===== config.mk =====
export PLATFORM = sky130hd
export DESIGN_NAME = dvfs_load_tracker
export DESIGN_NICKNAME = d
export VERILOG_FILES = /design/src/rtl/dvfs_pkg.sv /design/src/rtl/dvfs_tick_div.sv /design/src/rtl/dvfs_load_sum.sv /design/src/rtl/dvfs_ema.sv /design/src/rtl/dvfs_decide.sv /design/src/rtl/dvfs_load_tracker.sv
export SDC_FILE = /design/constraint.sdc
export NUM_CORES = 1
export LEC_CHECK = 0
export CAP_MARGIN = 20
export CORE_MARGIN = 4
export CORE_UTILIZATION = 55
export CTS_BUF_LIST = sky130_fd_sc_hd__clkbuf_2 sky130_fd_sc_hd__clkbuf_4 sky130_fd_sc_hd__clkbuf_8
export CTS_CLUSTER_DIAMETER = 60
export CTS_CLUSTER_SIZE = 12
export DETAILED_ROUTE_END_ITERATION = 16
export PLACE_DENSITY = 0.81
export REMOVE_ABC_BUFFERS = 1
export SETUP_SLACK_MARGIN = 0.1
export SYNTH_ARGS = -nofsm -noshare
export SYNTH_HDL_FRONTEND = slang
export SYNTH_HIERARCHICAL = 1
export SYNTH_SLANG_ARGS = --single-unit

===== constraint.sdc =====
create_clock -name clk_i -period 7.46 [get_ports clk_i]
set_input_delay 1.865 -clock clk_i [delete_from_list [all_inputs] [get_ports clk_i]]
set_output_delay 1.865 -clock clk_i [all_outputs]
set_load 0.05 [all_outputs]

===== src/rtl/dvfs_pkg.sv =====
package dvfs_pkg;
  typedef enum logic [1:0] {
    REQ_NONE = 2'd0,
    REQ_INC  = 2'd1,
    REQ_DEC  = 2'd2,
    REQ_EMG  = 2'd3
  } req_e;

  localparam logic [1:0] LVL_LOW   = 2'd0;
  localparam logic [1:0] LVL_TURBO = 2'd3;
endpackage


===== src/rtl/dvfs_tick_div.sv =====
module dvfs_tick_div #(
  parameter int DIV_W = 16
) (
  input  logic             clk_i,
  input  logic             rst_ni,
  input  logic             en_i,
  input  logic [DIV_W-1:0] div_i,
  output logic             tick_o
);
  logic [DIV_W-1:0] cnt_q;
  logic             wrap;

  // >= keeps the period sane if div_i shrinks mid-count
  assign wrap   = (cnt_q >= div_i);
  assign tick_o = en_i && wrap;

  always_ff @(posedge clk_i or negedge rst_ni) begin
    if (!rst_ni)      cnt_q <= '0;
    else if (!en_i)   cnt_q <= '0;
    else if (wrap)    cnt_q <= '0;
    else              cnt_q <= cnt_q + 1'b1;
  end
endmodule


===== src/rtl/dvfs_load_sum.sv =====
module dvfs_load_sum #(
  parameter int N_ACT  = 16,
  parameter int W_W    = 3,
  parameter int LOAD_W = 7
) (
  input  logic                 clk_i,
  input  logic                 rst_ni,
  input  logic [N_ACT-1:0]     act_i,
  input  logic [N_ACT*W_W-1:0] weight_i,
  input  logic                 buf_src_i,
  output logic [LOAD_W-1:0]    load_o
);
  logic [LOAD_W-1:0] raw;
  logic [LOAD_W-1:0] prev_q;

  always_comb begin
    raw = '0;
    for (int k = 0; k < N_ACT; k++) begin
      if (act_i[k]) raw = raw + LOAD_W'(weight_i[k*W_W +: W_W]);
    end
  end

  always_ff @(posedge clk_i or negedge rst_ni) begin
    if (!rst_ni) prev_q <= '0;
    else         prev_q <= raw;
  end

  assign load_o = buf_src_i ? raw : prev_q;
endmodule


===== src/rtl/dvfs_ema.sv =====
module dvfs_ema #(
  parameter int LOAD_W = 7,
  parameter int SH_W   = 3
) (
  input  logic              clk_i,
  input  logic              rst_ni,
  input  logic              tick_i,
  input  logic [LOAD_W-1:0] sample_i,
  input  logic [SH_W-1:0]   shift_i,
  output logic [LOAD_W-1:0] filt_o
);
  localparam int FRAC  = (1 << SH_W) - 1;
  localparam int ACC_W = LOAD_W + FRAC;

  logic        [ACC_W-1:0] acc_q;
  logic        [ACC_W-1:0] target;
  logic        [ACC_W-1:0] acc_nxt;
  logic signed [ACC_W:0]   diff;
  logic signed [ACC_W:0]   step;
  logic signed [ACC_W:0]   sum;

  always_comb begin
    target  = {sample_i, {FRAC{1'b0}}};
    diff    = $signed({1'b0, target}) - $signed({1'b0, acc_q});
    step    = diff >>> shift_i;
    sum     = $signed({1'b0, acc_q}) + step;
    acc_nxt = sum[ACC_W-1:0];
  end

  always_ff @(posedge clk_i or negedge rst_ni) begin
    if (!rst_ni)     acc_q <= '0;
    else if (tick_i) acc_q <= acc_nxt;
  end

  // decision sees the value being written on this tick
  assign filt_o = acc_nxt[ACC_W-1:FRAC];
endmodule


===== src/rtl/dvfs_decide.sv =====
module dvfs_decide
  import dvfs_pkg::*;
#(
  parameter int LOAD_W = 7,
  parameter int CNT_W  = 8
) (
  input  logic              clk_i,
  input  logic              rst_ni,
  input  logic              en_i,
  input  logic              tick_i,
  input  logic [LOAD_W-1:0] filt_i,
  input  logic [LOAD_W-1:0] up_thr_i,
  input  logic [LOAD_W-1:0] dn_thr_i,
  input  logic [LOAD_W-1:0] pnc_thr_i,
  input  logic [CNT_W-1:0]  up_cnt_i,
  input  logic [CNT_W-1:0]  dn_cnt_i,
  input  logic [1:0]        level_i,
  input  logic              upd_en_i,
  input  logic              ack_i,
  output logic [1:0]        req_o
);
  req_e             req_q, req_n;
  logic [CNT_W-1:0] up_q, up_n, dn_q, dn_n;
  logic [CNT_W-1:0] up_inc, dn_inc;
  logic             over_up, under_dn, panic, at_top, at_low, pend;

  always_comb begin
    over_up  = filt_i > up_thr_i;
    under_dn = filt_i < dn_thr_i;
    panic    = filt_i > pnc_thr_i;
    at_top   = level_i == LVL_TURBO;
    at_low   = level_i == LVL_LOW;
    pend     = req_q != REQ_NONE;
    up_inc   = (&up_q) ? up_q : up_q + 1'b1;
    dn_inc   = (&dn_q) ? dn_q : dn_q + 1'b1;

    req_n = req_q;
    up_n  = up_q;
    dn_n  = dn_q;
    if (!en_i || ack_i) begin
      req_n = REQ_NONE;
      up_n  = '0;
      dn_n  = '0;
    end else if (tick_i && !pend && upd_en_i) begin
      up_n = over_up  ? up_inc : '0;
      dn_n = under_dn ? dn_inc : '0;
      if (panic && !at_top)                              req_n = REQ_EMG;
      else if (over_up && up_inc >= up_cnt_i && !at_top) req_n = REQ_INC;
      else if (under_dn && dn_inc >= dn_cnt_i && !at_low) req_n = REQ_DEC;
    end
  end

  always_ff @(posedge clk_i or negedge rst_ni) begin
    if (!rst_ni) begin
      req_q <= REQ_NONE;
      up_q  <= '0;
      dn_q  <= '0;
    end else begin
      req_q <= req_n;
      up_q  <= up_n;
      dn_q  <= dn_n;
    end
  end

  assign req_o = req_q;
endmodule


===== src/rtl/dvfs_load_tracker.sv =====
module dvfs_load_tracker #(
  parameter  int N_ACT  = 16,
  parameter  int W_W    = 3,
  parameter  int CNT_W  = 8,
  parameter  int DIV_W  = 16,
  parameter  int SH_W   = 3,
  localparam int LOAD_W = $clog2(N_ACT * ((1 << W_W) - 1) + 1)
) (
  input  logic                 clk_i,
  input  logic                 rst_ni,
  input  logic                 en_i,
  input  logic                 irq_mask_i,
  input  logic [DIV_W-1:0]     div_i,
  input  logic [N_ACT-1:0]     act_i,
  input  logic [N_ACT*W_W-1:0] weight_i,
  input  logic                 buf_src_i,
  input  logic [SH_W-1:0]      ema_shift_i,
  input  logic [LOAD_W-1:0]    up_thr_i,
  input  logic [LOAD_W-1:0]    dn_thr_i,
  input  logic [LOAD_W-1:0]    pnc_thr_i,
  input  logic [CNT_W-1:0]     up_cnt_i,
  input  logic [CNT_W-1:0]     dn_cnt_i,
  input  logic [1:0]           level_i,
  input  logic                 upd_en_i,
  input  logic                 ack_i,
  output logic [1:0]           req_o,
  output logic                 irq_o
);
  logic              tick_w;
  logic [LOAD_W-1:0] load_w;
  logic [LOAD_W-1:0] filt_w;

  dvfs_tick_div #(.DIV_W(DIV_W)) i_tick (
    .clk_i (clk_i),
    .rst_ni(rst_ni),
    .en_i  (en_i),
    .div_i (div_i),
    .tick_o(tick_w)
  );

  dvfs_load_sum #(.N_ACT(N_ACT), .W_W(W_W), .LOAD_W(LOAD_W)) i_sum (
    .clk_i    (clk_i),
    .rst_ni   (rst_ni),
    .act_i    (act_i),
    .weight_i (weight_i),
    .buf_src_i(buf_src_i),
    .load_o   (load_w)
  );

  dvfs_ema #(.LOAD_W(LOAD_W), .SH_W(SH_W)) i_ema (
    .clk_i   (clk_i),
    .rst_ni  (rst_ni),
    .tick_i  (tick_w),
    .sample_i(load_w),
    .shift_i (ema_shift_i),
    .filt_o  (filt_w)
  );

  dvfs_decide #(.LOAD_W(LOAD_W), .CNT_W(CNT_W)) i_decide (
    .clk_i    (clk_i),
    .rst_ni   (rst_ni),
    .en_i     (en_i),
    .tick_i   (tick_w),
    .filt_i   (filt_w),
    .up_thr_i (up_thr_i),
    .dn_thr_i (dn_thr_i),
    .pnc_thr_i(pnc_thr_i),
    .up_cnt_i (up_cnt_i),
    .dn_cnt_i (dn_cnt_i),
    .level_i  (level_i),
    .upd_en_i (upd_en_i),
    .ack_i    (ack_i),
    .req_o    (req_o)
  );

  assign irq_o = (req_o != 2'd0) && !irq_mask_i;
endmodule


; Yosys cells after proc, flatten, opt, wreduce, memory -nomap -nowiden
; Index checks and enable logic that the tools add are counted.
[word_totals]
regBits = 55
in_bits = 129
out_inout_bits = 3
[op_classes]
add_sub_neg = 20
order_cmp = 6
eq_ne = 1
shift = 1
mux = 32
n_reduce_logical = 22
[ops]
columns = op, n
row1 = 7-bit 2-to-1 mux, 16
row2 = 7-bit by 3-bit adder with 7-bit output, 14
row3 = 8-bit 2-to-1 mux, 8
row4 = 16-bit 2-to-1 mux, 2
row5 = "16-bit by 1-bit adder with 16-bit output, second input constant", 1
row6 = "8-bit by 1-bit adder with 8-bit output, second input constant", 2
row7 = 16-bit >= comparator, 1
row8 = 8-bit >= comparator, 2
row9 = 8-bit AND reduction, 2
row10 = 15-bit by 3-bit >>> shifter with 14-bit output, 1
row11 = 14-bit by 14-bit subtractor with 15-bit output, 1
row12 = 14-bit adder, 1
row13 = 7-bit > comparator, 2
row14 = 2-bit 2-to-1 mux, 5
row15 = 1-bit logical AND, 9
row16 = 7-bit less-than comparator, 1
row17 = 1-bit zero test, 5
row18 = 3-bit by 3-bit adder with 4-bit output, 1
row19 = 2-bit nonzero test, 2
row20 = 4-bit nonzero test, 1
row21 = 3-bit 2-to-1 mux, 1
row22 = "2-bit equality test, second input constant", 1
row23 = 2-bit zero test, 1
row24 = 2-bit AND reduction, 1
row25 = 1-bit logical OR, 1

; Depth between registers and ports, before layout
[depth]
depth_word = 43
ltp_mapped = 92
depth_no_buf = 91

; Modules after synthesis
; Netlist, hierarchy kept.
[modules_own_cells]
columns = module, n_inst, cells_each, area_each_um2
row1 = dvfs_load_sum, 1, 437, 3646.0
row2 = dvfs_ema, 1, 282, 2265.9
row3 = dvfs_decide, 1, 236, 1993.2
row4 = dvfs_tick_div, 1, 127, 1182.4
row5 = dvfs_load_tracker, 1, 1, 10.0

; Least setup slack after synthesis
; OpenSTA, ideal clock, no wires.
[synth_timing]
path_kind = input to register
start = in weight_i[0]
end = reg i_decide.req_q[0], in the netlist i_decide/req_o[0]
arrival_ns = 17.924
slack_ns = -10.560
path_stages = 72
path_buffers = 1
path_cell_list = and2_1 > ha_1 > ha_1 > and2_1 > or2_2 > inv_1 > fa_1 > nand2_1 > o21ai_0 > fa_1 > nand2b_1 > nand2_1 > fa_1 > nor2_1 > a31oi_1 > fa_1 > nand2_1 > nand2_1 > (+36 left out) > xnor2_1 > mux2i_1 > a21o_1 > o21ai_1 > ha_1 > a2111oi_0 > nor3b_1 > o31ai_1 > xor2_1 > xnor2_1 > buf_4 > ha_1 > nand4_1 > a21oi_1 > o22ai_1 > or2_1 > a22o_1 > o31ai_1
[synth_between]
elab_chain_cells = 42
word_cells_on_any_way = 49
cone_classes = add/sub (17) / order compare (3) / shift (1) / mux (21) / reduce/logical (7)
[synth_rtl]
columns = element, line
row1 = from (decl), dvfs_load_tracker.sv:15  ; input logic [N_ACT*W_W-1:0] weight_i,
row2 = 3-bit 2-to-1 mux (*), dvfs_load_sum.sv:19  ; if (act_i[k]) raw = raw + LOAD_W'(weight_i[k*W_W +: W_W]);
row3 = 3-bit by 3-bit adder with 4-bit output, dvfs_load_sum.sv:19
row4 = 7-bit 2-to-1 mux (*), dvfs_load_sum.sv:19
row5 = 7-bit by 3-bit adder with 7-bit output, dvfs_load_sum.sv:19
row6 = 7-bit 2-to-1 mux (*), dvfs_load_sum.sv:19
row7 = 7-bit by 3-bit adder with 7-bit output, dvfs_load_sum.sv:19
row8 = 7-bit 2-to-1 mux (*), dvfs_load_sum.sv:19
row9 = 7-bit by 3-bit adder with 7-bit output, dvfs_load_sum.sv:19
row10 = (+23 left out), --
row11 = net i_sum.raw[4], dvfs_load_sum.sv:13  ; logic [LOAD_W-1:0] raw;
row12 = (+1 left out), --
row13 = net load_w[4], dvfs_load_tracker.sv:30  ; logic [LOAD_W-1:0] load_w;
row14 = (+2 left out), --
row15 = 14-bit adder (*), dvfs_ema.sv:26  ; sum = $signed({1'b0, acc_q}) + step;
row16 = net i_ema.sum[13], dvfs_ema.sv:20  ; logic signed [ACC_W:0] sum;
row17 = 7-bit > comparator, dvfs_decide.sv:28  ; over_up = filt_i > up_thr_i;
row18 = 1-bit logical AND (2 in series), dvfs_decide.sv:48  ; else if (over_up && up_inc >= up_cnt_i && !at_top) req_n = REQ_INC;
row19 = 2-bit 2-to-1 mux, dvfs_decide.sv:48
row20 = 2-bit 2-to-1 mux, dvfs_decide.sv:47  ; if (panic && !at_top) req_n = REQ_EMG;
row21 = 2-bit 2-to-1 mux, dvfs_decide.sv:44  ; end else if (tick_i && !pend && upd_en_i) begin
row22 = 2-bit 2-to-1 mux, dvfs_decide.sv:40  ; if (!en_i || ack_i) begin
row23 = to (signal assigned), dvfs_decide.sv:59  ; req_q <= req_n;
row24 = to (decl), dvfs_decide.sv:22  ; req_e req_q, req_n;
; The timed path passes the listed nets; every way through them passes the cells marked *. The select of a mux whose other input is x is not followed.
; A chain may end at the register's enable or synchronous reset.

; Worst setup path after layout
[layout_timing]
start = in weight_i[2]
end = reg i_decide.dn_q[5]
[layout_between]
elab_chain_cells = 39
[layout_rtl]
columns = element, line
row1 = 3-bit 2-to-1 mux (*), dvfs_load_sum.sv:19
row2 = 3-bit by 3-bit adder with 4-bit output, dvfs_load_sum.sv:19
row3 = 7-bit 2-to-1 mux (*), dvfs_load_sum.sv:19
row4 = 7-bit by 3-bit adder with 7-bit output, dvfs_load_sum.sv:19
row5 = 7-bit 2-to-1 mux (*), dvfs_load_sum.sv:19
row6 = 7-bit by 3-bit adder with 7-bit output, dvfs_load_sum.sv:19
row7 = 7-bit 2-to-1 mux (*), dvfs_load_sum.sv:19
row8 = 7-bit by 3-bit adder with 7-bit output, dvfs_load_sum.sv:19
row9 = (+23 left out), --
row10 = net i_sum.raw[4], dvfs_load_sum.sv:13
row11 = (+1 left out), --
row12 = net load_w[4], dvfs_load_tracker.sv:30
row13 = 14-bit by 14-bit subtractor with 15-bit output (*), dvfs_ema.sv:24  ; diff = $signed({1'b0, target}) - $signed({1'b0, acc_q});
row14 = 15-bit by 3-bit >>> shifter with 14-bit output (*), dvfs_ema.sv:25  ; step = diff >>> shift_i;
row15 = 14-bit adder (*), dvfs_ema.sv:26
row16 = net filt_w[5], dvfs_load_tracker.sv:31  ; logic [LOAD_W-1:0] filt_w;
row17 = 7-bit less-than comparator (*), dvfs_decide.sv:29  ; under_dn = filt_i < dn_thr_i;
row18 = 8-bit 2-to-1 mux (*), dvfs_decide.sv:46  ; dn_n = under_dn ? dn_inc : '0;
row19 = 8-bit 2-to-1 mux (*), dvfs_decide.sv:44
row20 = 8-bit 2-to-1 mux (*), dvfs_decide.sv:40
row21 = to (signal assigned), dvfs_decide.sv:61  ; dn_q <= dn_n;
row22 = to (decl), dvfs_decide.sv:23  ; logic [CNT_W-1:0] up_q, up_n, dn_q, dn_n;
; Marked as above.

==> results.yml <==
status:
  status: "finished with violations"
  violations: "setup timing"
sta:
  whs_ps: 564
  hold_violations: 0
  final_max_slew_viol_count: 0
  rsz0062_at_grt: "yes"
  period_share_pct: 248
  fin_ws_ps: -11020
  min_period_ps: 18480
  worst_clock_skew_ps: 14.2
  worst_pin_slew_ps: 917
  max_freq_mhz: 54.1
  finalSetupViolCount: 39
  maxSlewHeadroom_pct: 38.7
grt:
  grt.busiest_layer: "met2"
  grt_pass1_wl_mm: 49.2
  antenna_found_initial: 1
  grt_pass1_vias: 10800
  grt_use_total_pct: 32.1
  grt_util_met1_pct: 33.8
  use_met2_pct: 59.4
  met3_usage_pct: 6.21
  grt_max_degree: 56
  overflow: 0
logic_synthesis:
  synthFlopType: "dfrtp_1"
  synth-compound-area-share_pct: 22.0
  synth_xor_area_share_pct: 11.5
  synth-edff-count: 0
  synthCells: 1083
  ys_seq_area_share_pct: 15.1
  synth_area_um2: 9100
  synth_top_family_by_area: "compound AO/OA/AOI/OAI gates"
  ys_ff_latch: 55
  synth-simple-area-share_pct: 19.1
  synth_mux_area_share_pct: 6.29
  synth_cell_types: 101
  ys_warn_count: 6
  avgSynthCellArea_um2: 8.40
  synthAdderAreaFrac_pct: 20.2
  async_flop_share_pct: 100
cells_and_area:
  n_fill_cell: 716
  fin_util_pct: 87.5
  seq_area_um2: 1380
  drive_above_1_share_pct: 37.0
  multi_input_area_um2: 8270
  area_growth_syn_to_layout_pct: 54.5
  final_nets: 1762
clocking:
  numCtsBuffers: 5
  clockBufferDepth: 2
  htreeDepth: 2
  path_clk_slew_ps: 110
  cts_tree: "yes"
  cts-root-buf: "clkbuf_8"
  clock_sinks: 55
  insertion_delay_ps: 330
die:
  fp-row-count: 46
  ios: 132
  die_w_um: 137
  die_y_um: 137
  coreArea_um2: 16100
  initial_core_util_pct: 56.7
  dieArea_um2: 18700
setup_path:
  cp_common_cell: "ha_1"
  end_kind: "register"
  path_class: "input pin to register"
  cp_slowest_stage_delay_ps: 400
  timing.critical_path.required_ps: 7670
  reg2reg_slack_ps: 1510
  critPathMaxFanout: 6
  cpMaxStageDelayCell: "clkdlybuf4s50_1"
  arrival_ps: 18690
  startpoint_type: "input pin"
route:
  route.detailed.drc: 0
  vias: 10900
  drt_iter0_markers: 961
  first_pass_iters: 6
  drt-wirelength-per-cell_um: 21.5
  postRouteAntennaNets: 0
  drt_wl_total_mm: 36.8
  viasPerCell: 6.35
placement:
  gp_congestion: 0.871
  port_buffers: 131
  hpwl_mm: 19.6
hold_path:
  min_path_type: "register to register"
flow_run:
  maxCapViolations: 0
logic make-up (layout without fill, tap and decap cells):
logic type / after synthesis / in the layout
buffers and inverters: 124 / 537
multiplexers: 51 / 51
XOR/XNOR: 96 / 96
AO/OA/AOI/OAI: 287 / 287
other: 0 / 1
AND/OR/NAND/NOR: 332 / 332
adder cells (fa/ha/maj): 138 / 138
flip-flops: 55 / 55
repair_timing:
action                     4_1_cts  5_1_grt
resized for setup              162       95
gates cloned                     0        0
hold buffers                     0        0
setup buffers                   47       33
setup endpoints to repair       39       39
pin swaps                       83       67
sequential cells by signal (all words and copies together), names as in the netlist:
name and cells:
i_decide/dn_q 8, i_decide/req_o 2, i_decide/up_q 8, i_ema/acc_q 14, i_sum/prev_q 7, i_tick/cnt_q 16
cell usage after synthesis, drive strengths merged (4+ instances only):
| library cell | count | area (µm²) |
|---|---|---|
| nor2b | 28 | 175 |
| nand4 | 14 | 109 |
| nand2 | 94 | 353 |
| and3 | 13 | 86.3 |
| xnor3 | 7 | 159 |
| clkbuf | 12 | 45.0 |
| nor3b | 5 | 42.5 |
| fa | 15 | 300 |
| nand3 | 31 | 165 |
| buf | 20 | 141 |
| a211o | 4 | 35.0 |
| and4 | 6 | 55.1 |
| a21oi | 72 | 379 |
| mux2 | 29 | 327 |
| a22o | 14 | 123 |
| a211oi | 7 | 65.1 |
| a31oi | 20 | 161 |
| ha | 123 | 1540 |
| o21ai | 64 | 324 |
| or2 | 4 | 27.5 |
| a31o | 4 | 35.0 |
| nor2 | 86 | 368 |
| dfrtp | 55 | 1380 |
| xnor2 | 56 | 573 |
| xor2 | 32 | 288 |
| nand2b | 11 | 68.8 |
| o31ai | 11 | 101 |
| a21o | 23 | 173 |
| inv | 92 | 345 |
| and2 | 7 | 43.8 |
| nand3b | 4 | 30.0 |
| a22oi | 4 | 43.8 |
| o211ai | 15 | 123 |
| o21a | 18 | 136 |
| mux2i | 20 | 200 |
| o22ai | 6 | 37.5 |
| or3 | 6 | 37.5 |
| nor3 | 16 | 101 |
cell usage in the layout, fill, tap and decap left out, types with 7 or more instances in the layout:
cell type,count
a21o_1,23
a21oi_1,58
a21oi_2,10
a22o_1,14
a31oi_1,12
and3_1,12
buf_4,279
buf_6,27
clkbuf_8,7
clkdlybuf4s50_1,124
dfrtp_1,55
fa_1,11
ha_1,97
ha_4,21
inv_1,88
mux2_2,10
mux2_4,19
mux2i_1,16
nand2_1,79
nand2_2,13
nand2b_1,8
nand3_1,27
nand4_1,12
nor2_1,64
nor2_2,16
nor2b_1,20
nor3_1,11
o211ai_1,13
o21a_1,17
o21ai_0,26
o21ai_1,24
o21ai_2,12
xnor2_1,37
xnor2_2,13
xor2_1,28
stage by stage:
stage | setup WS (ps) | cell area, µm² | instances | setup TNS, ps
global placement | -11350 | 12200 | 1628 | -377480
global route | -11760 | 14100 | 1713 | -385800
detailed placement | -12040 | 12200 | 1628 | -399140
finish | -11020 | 14100 | 1713 | -360260
floorplan | -10470 | 8910 | 1051 | -342600
CTS | -9920 | 13400 | 1682 | -323140
critical path: cells and delay by family:
kind	cells	cell delay, ps
adder cells (fa/ha/maj)	18	5530
XOR/XNOR	15	2670
buffers and inverters	10	1460
AND/OR/NAND/NOR	23	2860
multiplexers	3	730
AO/OA/AOI/OAI	24	3520
routing by layer:
layer / part of all wire (%) / vias up
li1: - / 4725
met1: 34 / 5027
met2: 49 / 773
met3: 8.0 / 344
met4: 8.9 / 0
met5: 0 / -
final timing paths:
kind | depth (start not counted) | startpoint | to
max | 93 | weight_i[2] | i_decide/dn_q[5]
min | 1 | i_decide/up_q[6] | i_decide/up_q[6]
max reg2reg | 25 | i_ema/acc_q[1] | i_decide/dn_q[5]
min reg2reg | 1 | i_decide/up_q[6] | i_decide/up_q[6]
max in group asynchronous | 2 | rst_ni | i_decide/dn_q[6]
min in group asynchronous | 2 | rst_ni | i_ema/acc_q[8]
layout make-up:
| type | count | share of cell area [%] |
|---|---|---|
| clock buffer | 7 | 0.685 |
| multi-input combinational | 904 | 58.8 |
| inverter | 92 | 2.46 |
| tap | 216 | 1.92 |
| sequential | 55 | 9.79 |
| timing repair buffer | 437 | 26.2 |
| clock inverter | 1 | 0.0534 |
| antenna | 1 | 0.0178 |
Power is not shown: default switching activity piles up to over one toggle a cycle in this logic, so the estimate is an artifact.
